==> src/rtl/bug_tree_node.sv <==
module bug_tree_node #(
  parameter  int N_IN  = 8,
  parameter  int N_ENT = 16,
  parameter  int ID_W  = 8,
  localparam int AW    = (N_ENT > 1) ? $clog2(N_ENT) : 1
) (
  input  logic            clk,
  input  logic            rst_n,
  input  logic            wr_en,
  input  logic [AW-1:0]   wr_addr,
  input  logic            wr_valid,
  input  logic [ID_W-1:0] wr_id,
  input  logic [N_IN-1:0] wr_care,
  input  logic [N_IN-1:0] wr_expect,
  input  logic [N_IN-1:0] in_vec,
  output logic            hit_flag,
  output logic [ID_W-1:0] hit_id
);

  logic [N_ENT-1:0] valid_q;
  logic [ID_W-1:0]  id_q   [N_ENT];
  logic [N_IN-1:0]  care_q [N_ENT];
  logic [N_IN-1:0]  exp_q  [N_ENT];
  logic [N_ENT-1:0] hit_vec;
  logic             any_hit;
  logic [ID_W-1:0]  win_id;

  always_ff @(posedge clk or negedge rst_n) begin
    if (!rst_n) valid_q <= '0;
    else if (wr_en) valid_q[wr_addr] <= wr_valid;
  end

  always_ff @(posedge clk) begin
    if (wr_en) begin
      id_q[wr_addr]   <= wr_id;
      care_q[wr_addr] <= wr_care;
      exp_q[wr_addr]  <= wr_expect;
    end
  end

  for (genvar e = 0; e < N_ENT; e++) begin : g_ent
    assign hit_vec[e] = valid_q[e] & ~|(care_q[e] & (in_vec ^ exp_q[e]));
  end

  always_comb begin
    any_hit = 1'b0;
    win_id  = '0;
    for (int i = N_ENT - 1; i >= 0; i--) begin
      if (hit_vec[i]) begin
        any_hit = 1'b1;
        win_id  = id_q[i];
      end
    end
  end

  always_ff @(posedge clk or negedge rst_n) begin
    if (!rst_n) begin
      hit_flag <= 1'b0;
      hit_id   <= '0;
    end else begin
      hit_flag <= any_hit;
      hit_id   <= win_id;
    end
  end

endmodule


==> config.mk <==
export PLATFORM = sky130hd
export DESIGN_NAME = bug_tree_node
export DESIGN_NICKNAME = d
export VERILOG_FILES = /design/src/rtl/bug_tree_node.sv
export SDC_FILE = /design/constraint.sdc
export NUM_CORES = 1
export LEC_CHECK = 0
export CAP_MARGIN = 20
export CORE_MARGIN = 5
export CORE_UTILIZATION = 30
export DETAILED_ROUTE_END_ITERATION = 10
export PLACE_DENSITY_LB_ADDON = 0.05
export SLEW_MARGIN = 30
export SYNTH_ARGS = -nofsm -noshare
export SYNTH_HDL_FRONTEND = slang
export SYNTH_SLANG_ARGS = --single-unit
==> constraint.sdc <==
create_clock -name clk -period 2.9 [get_ports clk]
set_input_delay 0.87 -clock clk [delete_from_list [all_inputs] [get_ports clk]]
set_output_delay 0.87 -clock clk [all_outputs]
set_load 0.05 [all_outputs]
==> impl_results.rst, run 1 <==
.. list-table::
   :header-rows: 1

   * - Metric
     - Value
   * - Die Area
     - approximately 0.057 mm²
   * - Area Growth Syn to Fin
     - 28.6%
   * - Worst Clk Skew
     - roughly 0.010 ns
   * - Initial antenna violation count
     - 1
   * - Std-Cell Rows
     - 84
   * - Portion of total power attributed to the clock network
     - a little over two fifths
   * - Vias in the first global route
     - a little over 9000
   * - Maximum fanout along the worst path
     - 7
   * - Slowest cell on the critical path
     - sky130_fd_sc_hd__a221o_1
   * - Upper clock frequency limit
     - 355 MHz
   * - Clock slew at the register clock pins of the worst setup and hold paths
     - about 0.060 ns
   * - Sequential share of power
     - approximately half
   * - Area fraction in compound gates after synthesis
     - under 10%
   * - Inst Count DP
     - 1778
   * - Grt total ovfl
     - 0
   * - Count of final hold-check violations
     - 0
   * - Die X-Extent
     - between 200 and 250 µm
   * - Post-synth cell types
     - 64
   * - Pwr per Cell Area
     - about 680 mW/mm²
   * - CP arrival
     - around 3.3 ns
   * - Post-DR wirelength/cell
     - approximately 24 µm
   * - Peak VDD IR
     - about 360 µV
   * - Die extent in y
     - 240 µm
   * - Maximum Capacitance Violations
     - 0
   * - Final Non-Filler Cells
     - between 1500 and 2000
   * - Filler cells
     - between 4000 and 5000
   * - Root buffer cell
     - sky130_fd_sc_hd__clkbuf_16
   * - Portion of total power attributed to combinational logic
     - under 10%
   * - Status
     - finished, final reports clean
   * - Largest delay contributor family on the critical path
     - buffers and inverters
   * - Lkg Pwr
     - ~7 nW
   * - Post-Synth Simple-Gate Area
     - slightly below 6%
   * - Required time at the worst-slack endpoint
     - 3.36 ns
   * - Total nets after synthesis
     - a little under 1000
   * - CTS tree
     - done
   * - Total buffers and inverters traversed by the critical path
     - 7
   * - Register-to-register path setup slack
     - about 0.42 ns
   * - Antenna-violating nets left
     - 0
   * - Starting utilization of the core area
     - between 30% and 40%
   * - Cell area after synthesis
     - around 0.016 mm²
   * - Share of cell area taken by muxes after synthesis
     - ~1.2%
   * - Number of sinks handled by clock tree synthesis
     - roughly 400
   * - Wire length of the first global-routing pass
     - approximately 65000 µm
   * - Predominant post-synthesis flop cell
     - sky130_fd_sc_hd__edfxtp_1
   * - Worst hold-check path type
     - in -> async
   * - EDFF count, synth
     - about 380
   * - Largest family of logic cells by synthesized area
     - XOR/XNOR gates
   * - Final weighted congestion in routability-driven placement
     - approximately 0.81
   * - Io pins
     - 49
   * - XOR/XNOR Fraction of Synth Area
     - 7.08%
   * - H-tree levels
     - 2
   * - Mean instance size in the synthesized netlist
     - 17.1 µm²
   * - Total routing usage reported by global routing
     - about 16%
   * - Destination of the critical timing path
     - hit_id[6]
   * - Seq/Total Area, Yosys
     - about three quarters
   * - Post-route setup slack
     - 0.0792 ns
   * - Category of the worst setup path capture point
     - register
   * - Final Core Density
     - between 30% and 40%
   * - Element type at the critical path start
     - primary input
   * - Sum of negative setup slack
     - 0 ns
   * - Fin crit share
     - a little over nine tenths
   * - Setup crit start
     - in_vec[3]
   * - Post-Route WL
     - between 40000 and 50000 µm
   * - Post-detailed-placement half-perimeter wirelength
     - between 20000 and 30000 µm
   * - Quantity of I/O buffers inserted on ports
     - between 40 and 50
   * - CP dominant cell by count
     - sky130_fd_sc_hd__buf_4
   * - Number of buffers between clock root and the deepest sink
     - 3
   * - Ys async rst share
     - between 6 and 7%
   * - Internal Pwr Total
     - roughly 0.011 W
   * - Switching component of the power
     - between 0.003 and 0.004 W
   * - Final total power
     - about 0.014 W
   * - Total number of vias
     - roughly 8700
   * - Fraction of final layout cells sized beyond drive strength 1
     - approximately a quarter
   * - Largest stage delay on the critical path
     - 0.39 ns
   * - Worst r2r path cells
     - 11
   * - Core Area
     - ~0.052 mm²
   * - Critical path class
     - in -> reg
   * - Place WS
     - -0.985 ns
   * - Endpoint of the worst-slack reg-to-reg timing path
     - hit_id[6]
   * - Number of diodes added for antenna fixing
     - 0
   * - Detailed-route vias per instance
     - about 4.6
   * - Proportion of total power due to net switching
     - between 20% and 30%
   * - Critical R2R Launch
     - exp_q[7][0]
   * - Initial drt markers
     - approximately 580
   * - Actual transition at the worst max-transition pin
     - 0.823 ns
   * - Synth Register Bits
     - between 400 and 500
   * - Count of TritonRoute iterations in the first routing pass
     - 5
   * - Clock period minus worst slack
     - approximately 2.8 ns
   * - Slew margin rel.
     - a little under half
   * - Sequence of cells on the critical path
     - dlygate4sd2_1 > buf_12 > buf_4 > buf_4 > xor2_1 > a221oi_4 > buf_6 > buf_6 > buf_4 > a311o_1 > a221o_1 > a21oi_2 > o21ai_1
   * - Unrepaired setup endpoints after global routing
     - no
   * - Mapped Cells
     - 927
   * - Remaining design rule violation count
     - 0
   * - Max-slew violation count
     - 0
   * - Adder-cell area share of the yosys netlist
     - 0%
   * - Critical path depth
     - 13
   * - Total Nets Final
     - ~1200
   * - Maximum number of pins on one net before global-route repair
     - 26
   * - Post-cts hold buffer count
     - 0
   * - Clock latency on the worst-skew pair
     - ~0.59 ns
   * - Setup-violating endpoint count in the final report
     - 0
   * - Clock buffer count from CTS
     - between 40 and 50
   * - Yosys Warn Count
     - 0
-- cells in the final DEF, fill, tap and decap left out, drive strengths merged, types with 3 or more instances in the layout --
cell,count
xor2,128
nor2,39
a21oi,12
o21ai,17
a211o,6
mux2,16
and4,3
nor3,35
a222oi,8
nand2b,4
nor2b,6
edfxtp,384
o2111ai,5
nand4,14
a21o,5
clkinv,15
or2,6
a211oi,6
clkdlybuf4s50,39
dfrtp,25
nand2,54
a22oi,50
nor4,3
nand3,3
clkbuf,77
inv,21
nand4b,5
o2111a,5
bufbuf,3
buf,162
nand3b,3
a221oi,11
-- routing by layer --
metal,vias up,share of wire [%],track usage (%)
li1,4059,-,-
met1,4456,46,21.8
met2,163,49,26.5
met3,66,3.2,2.37
met4,0,2.2,4.44
met5,-,0,0
-- layout make-up --
cell class,count,area (µm²),area share (%)
multi-input combinational,466,3530,17.3
tap,688,861,4.23
timing repair buffer,214,2220,10.9
clock buffer,71,1360,6.67
clock inverter,19,169,0.829
inverter,19,71.3,0.350
sequential,409,12200,59.7
-- state kept, by name, summed over array words and instances, names as in the netlist --
name      cells
care_q      128
exp_q       128
id_q        128
valid_q      16
hit_id        8
hit_flag      1
-- cells by family after synthesis --
family	after synthesis
buffers and inverters	52
and+or+nand+nor	180
AOI/OAI and AO/OA	141
DFF	409
muxes	17
xor gates and xnor gates	128
-- metrics by stage --
step                cell area [µm²]  hold WS, ns
floorplan                     15900        0.452
global placement              18500        0.485
detailed placement            18500        0.492
CTS                           20200        0.371
global route                  20400        0.390
finish                        20400        0.387
-- worst min path at each step --
stage | start | to | slack (ns) | cells after the start
final | rst_n | valid_q[6] | 0.39 | 1
after detailed placement | valid_q[14] | valid_q[14] | 0.49 | 1
after CTS | rst_n | valid_q[10] | 0.37 | 1
after global placement | id_q[0][6] | hit_id[6] | 0.49 | 2
after floorplan | id_q[0][6] | hit_id[6] | 0.45 | 2
after global routing | rst_n | valid_q[6] | 0.39 | 1
-- Yosys cell counts (all sizes together), types with 3 or more instances --
cell,n,area (µm²)
inv,19,71.3
nand2,54,208
a21o,5,37.5
nor2b,6,45.0
clkbuf,6,26.3
a211oi,6,45.0
mux2,16,180
a211o,6,58.8
a21oi,12,60.1
dfrtp,25,626
and4,3,28.8
o2111ai,5,43.8
buf,26,244
nand4b,5,43.8
nor4,3,18.8
xor2,128,1120
nor3,35,175
o21ai,17,85.1
a221oi,11,103
or2,6,37.5
o2111a,5,56.3
nand3b,3,22.5
a222oi,8,80.1
nand2b,4,25.0
nor2,39,151
nand4,14,109
nand3,3,15.0
a22oi,50,385
edfxtp,384,11500
-- worst register-to-register path: stages, from the launching register on --
cell and delay, ns:
sky130_fd_sc_hd__edfxtp_1 0.37, sky130_fd_sc_hd__xor2_1 0.19, sky130_fd_sc_hd__a22oi_1 0.11, sky130_fd_sc_hd__nand4_1 0.23, sky130_fd_sc_hd__a221oi_4 0.08, sky130_fd_sc_hd__buf_6 0.15
sky130_fd_sc_hd__buf_6 0.13, sky130_fd_sc_hd__buf_4 0.13, sky130_fd_sc_hd__a311o_1 0.31, sky130_fd_sc_hd__a221o_1 0.39, sky130_fd_sc_hd__a21oi_2 0.19, sky130_fd_sc_hd__o21ai_1 0.09
-- power by group through the flow --
stage	Sequential [W]	Clock, W	Combinational (W)
3_3_place_gp	0.00687	0	0.00128
5_1_grt	0.00676	0.00628	0.00141
3_5_place_dp	0.00686	0	0.00128
6_report	0.00674	0.00585	0.00132
4_1_cts	0.00674	0.00604	0.00134
2_1_floorplan	0.00698	0	0.000465
-- what timing repair did --
item / 4_1_cts / 5_1_grt
cloned: 3 / 2
setup buffers: 8 / 5
hold endpoints to repair: 0 / 0
gates resized for setup: 31 / 23
endpoints found under the setup margin: 9 / 9
pin swaps: 10 / 14
Power figures use the tool's default switching activity.
==> run 2: changes to the inputs <==
--- a/config.mk
+++ b/config.mk
@@ -8,8 +8,10 @@
 export CAP_MARGIN = 20
 export CORE_MARGIN = 5
 export CORE_UTILIZATION = 30
+export CTS_CLUSTER_DIAMETER = 100
 export DETAILED_ROUTE_END_ITERATION = 10
 export PLACE_DENSITY_LB_ADDON = 0.05
+export SETUP_SLACK_MARGIN = 0.3
 export SLEW_MARGIN = 30
 export SYNTH_ARGS = -nofsm -noshare
 export SYNTH_HDL_FRONTEND = slang
==> impl_results.rst, run 2 (synthesis gave the netlist of run 1 again) <==
.. list-table::
   :header-rows: 1

   * - Metric
     - Value
   * - Clock period minus worst slack
     - 2.57 ns (-0.251 ns)
   * - Antenna-violating nets left
     - 0 (unchanged)
   * - Placed cell areas
     - 0.0186 mm² (+0.77%)
   * - Number of diodes added for antenna fixing
     - 0 (unchanged)
   * - Starting utilization of the core area
     - 30.2% (unchanged)
   * - Unrepaired setup endpoints after global routing
     - yes
   * - Clock slew at the register clock pins of the worst setup and hold paths
     - 0.06 ns (about the same)
   * - H-tree levels
     - 2 (unchanged)
   * - Fin crit share
     - 88.6% (-8.7 points)
   * - Final total power
     - 0.0142 W (+2.4%)
   * - Grt total ovfl
     - 0 (unchanged)
   * - Largest stage delay on the critical path
     - 0.33 ns (-0.06 ns)
   * - Worst Clk Skew
     - 0.0248 ns (+0.0147 ns)
   * - Number of buffers between clock root and the deepest sink
     - 3 (unchanged)
   * - Detailed-route vias per instance
     - 4.65 (+0.34%)
   * - Post-cts hold buffer count
     - 0 (unchanged)
   * - CP dominant cell by count
     - sky130_fd_sc_hd__buf_6
   * - Remaining design rule violation count
     - 0 (unchanged)
   * - Layout Cell Area excl Fill
     - 0.0211 mm² (+3.6%)
   * - Root buffer cell
     - sky130_fd_sc_hd__clkbuf_16
   * - Initial drt markers
     - 631 (+9.7%)
   * - Count of TritonRoute iterations in the first routing pass
     - 6 (+1)
   * - Slew margin rel.
     - 55.0% (+9.8 points)
   * - Vias in the first global route
     - 9386 (+2.9%)
   * - CTS tree
     - done
   * - Pwr per Cell Area
     - 675 mW/mm² (-1.2%)
   * - Register-to-register path setup slack
     - 0.45 ns (+0.03 ns)
   * - Max-slew violation count
     - 0 (unchanged)
   * - Area Growth Syn to Fin
     - 33.3%
   * - Category of the worst setup path capture point
     - register
   * - Die extent in y
     - 240 µm (unchanged)
   * - Required time at the worst-slack endpoint
     - 3.37 ns (about the same)
   * - Post-DR wirelength/cell
     - 24.2 µm (-0.12%)
   * - Upper clock frequency limit
     - 389 MHz (+9.8%)
   * - Status
     - finished, final reports clean
   * - Total Nets Final
     - 1228 (+2.5%)
   * - Element type at the critical path start
     - primary input
   * - Clock latency on the worst-skew pair
     - 0.58 ns (about the same)
   * - Die Area
     - 0.0575 mm² (unchanged)
   * - Critical path class
     - in -> reg
   * - Biggest registers after layout
     - care_q (128), exp_q (128), id_q (128)
   * - Quantity of I/O buffers inserted on ports
     - 48 (unchanged)
   * - Slowest cell on the critical path
     - sky130_fd_sc_hd__a221oi_4
   * - Sequence of cells on the critical path
     - buf_6 > buf_12 > buf_6 > xor2_1 > a22oi_1 > nand4_1 > a221oi_4 > buf_6 > buf_16 > a21oi_1 > a211oi_2 > o21ai_1 > a22oi_1
   * - Commonest cells after routing, fill and taps aside
     - sky130_fd_sc_hd__edfxtp_1 (384), sky130_fd_sc_hd__buf_4 (127), sky130_fd_sc_hd__xor2_1 (121), sky130_fd_sc_hd__nand2_1 (52), sky130_fd_sc_hd__clkbuf_16 (49)
   * - Std-Cell Rows
     - 84 (unchanged)
   * - Total number of vias
     - 8904 (+1.8%)
   * - Setup-violating endpoint count in the final report
     - 0 (unchanged)
   * - Largest delay contributor family on the critical path
     - compound AO/OA/AOI/OAI gates
   * - Clock buffer count from CTS
     - 48 (unchanged)
   * - Maximum number of pins on one net before global-route repair
     - 26 (unchanged)
   * - Core Area
     - 0.0524 mm² (unchanged)
   * - Wire length of the first global-routing pass
     - 66700 µm (+2.0%)
   * - Lkg Pwr
     - 7.43 nW (+4.2%)
   * - Maximum fanout along the worst path
     - 8 (+1)
   * - Initial antenna violation count
     - 3 (+2)
   * - Peak VDD IR
     - 408 µV (+12%)
   * - Total buffers and inverters traversed by the critical path
     - 5 (-2)
   * - Post-detailed-placement half-perimeter wirelength
     - 28300 µm (+0.79%)
   * - Actual transition at the worst max-transition pin
     - 0.673 ns (-0.149 ns)
   * - Fraction of final layout cells sized beyond drive strength 1
     - 31.7% (+5.4 points)
   * - Io pins
     - 49 (unchanged)
   * - Count of final hold-check violations
     - 0 (unchanged)
   * - Die X-Extent
     - 240 µm (unchanged)
   * - Final hold slack
     - 0.277 ns (-0.111 ns)
   * - Worst hold-check path type
     - in -> async
   * - Final weighted congestion in routability-driven placement
     - 0.738 (-9.3%)
   * - CP arrival
     - 3.04 ns (-0.25 ns)
   * - Number of sinks handled by clock tree synthesis
     - 409 (unchanged)
   * - Most common cell after layout, fill and taps aside
     - sky130_fd_sc_hd__edfxtp_1
   * - Total routing usage reported by global routing
     - 16.2% (+0.29 points)
   * - Post-Route WL
     - 46300 µm (+1.4%)
   * - Maximum Capacitance Violations
     - 0 (unchanged)
[run 2: cell types whose count changed in the layout (fill, tap and decap cells not counted), sizes merged]
cell and delta:
buf +42, clkbuf -11, clkdlybuf4s50 -8, dlygate4sd2 +6, bufinv +3, bufbuf -2
clkinv -2, clkinvlp +2, clkdlybuf4s15 -1, dlymetal6s2s -1
[run 2: timing repair]
| action | in CTS | in global routing |
|---|---|---|
| setup buffers | 34 | 9 |
| gates cloned | 4 | 1 |
| setup endpoints to repair | 17 | 8 |
| gates resized for setup | 109 | 36 |
| pin swaps | 49 | 33 |
[run 2: area by class of cell]
| class | instances | area, µm² |
|---|---|---|
| timing repair buffer | 244 | 2650 |
| sequential | 409 | 12200 |
| inverter | 19 | 71.3 |
| fill | 4807 | 31300 |
| tap | 688 | 861 |
| clock inverter | 22 | 245 |
| clock buffer | 66 | 1340 |
| multi-input combinational | 466 | 3780 |
[run 2: power breakdown]
part	internal (W)	switching, W	leakage [nW]
Combinational	0.000602	0.000804	2.87
Clock	0.00367	0.00242	0.780
Sequential	0.00666	0.0000812	3.78
Total	0.0109	0.00331	7.43
[run 2: path summary, 6_finish.rpt]
check                              from  cells past startpoint          end
setup / recovery              in_vec[0]                     13    hit_id[7]
hold / removal                    rst_n                      2     hit_flag
setup reg to reg           exp_q[11][7]                      9    hit_id[4]
hold reg to reg             valid_q[11]                      1  valid_q[11]
max in group asynchronous         rst_n                      2   valid_q[8]
min in group clk            valid_q[11]                      1  valid_q[11]
[run 2: metrics by stage]
stage	setup WS, ns	TNS [ns]	util [%]	std cells
3_5_place_dp	-1.06	-7.14	35.5	1778
4_1_cts	0.272	0	39.8	1904
2_1_floorplan	-0.115	-0.383	-	927
5_1_grt	0.264	0	40.2	1914
3_3_place_gp	-1.05	-7.04	35.5	1778
6_report	0.330	0	40.2	1914
[run 2: metal layers]
metal | share of wire [%] | track usage (%)
met5 | 0 | 0
met2 | 49 | 27.1
met3 | 3.6 | 2.58
met1 | 46 | 22.3
met4 | 1.9 | 4.01
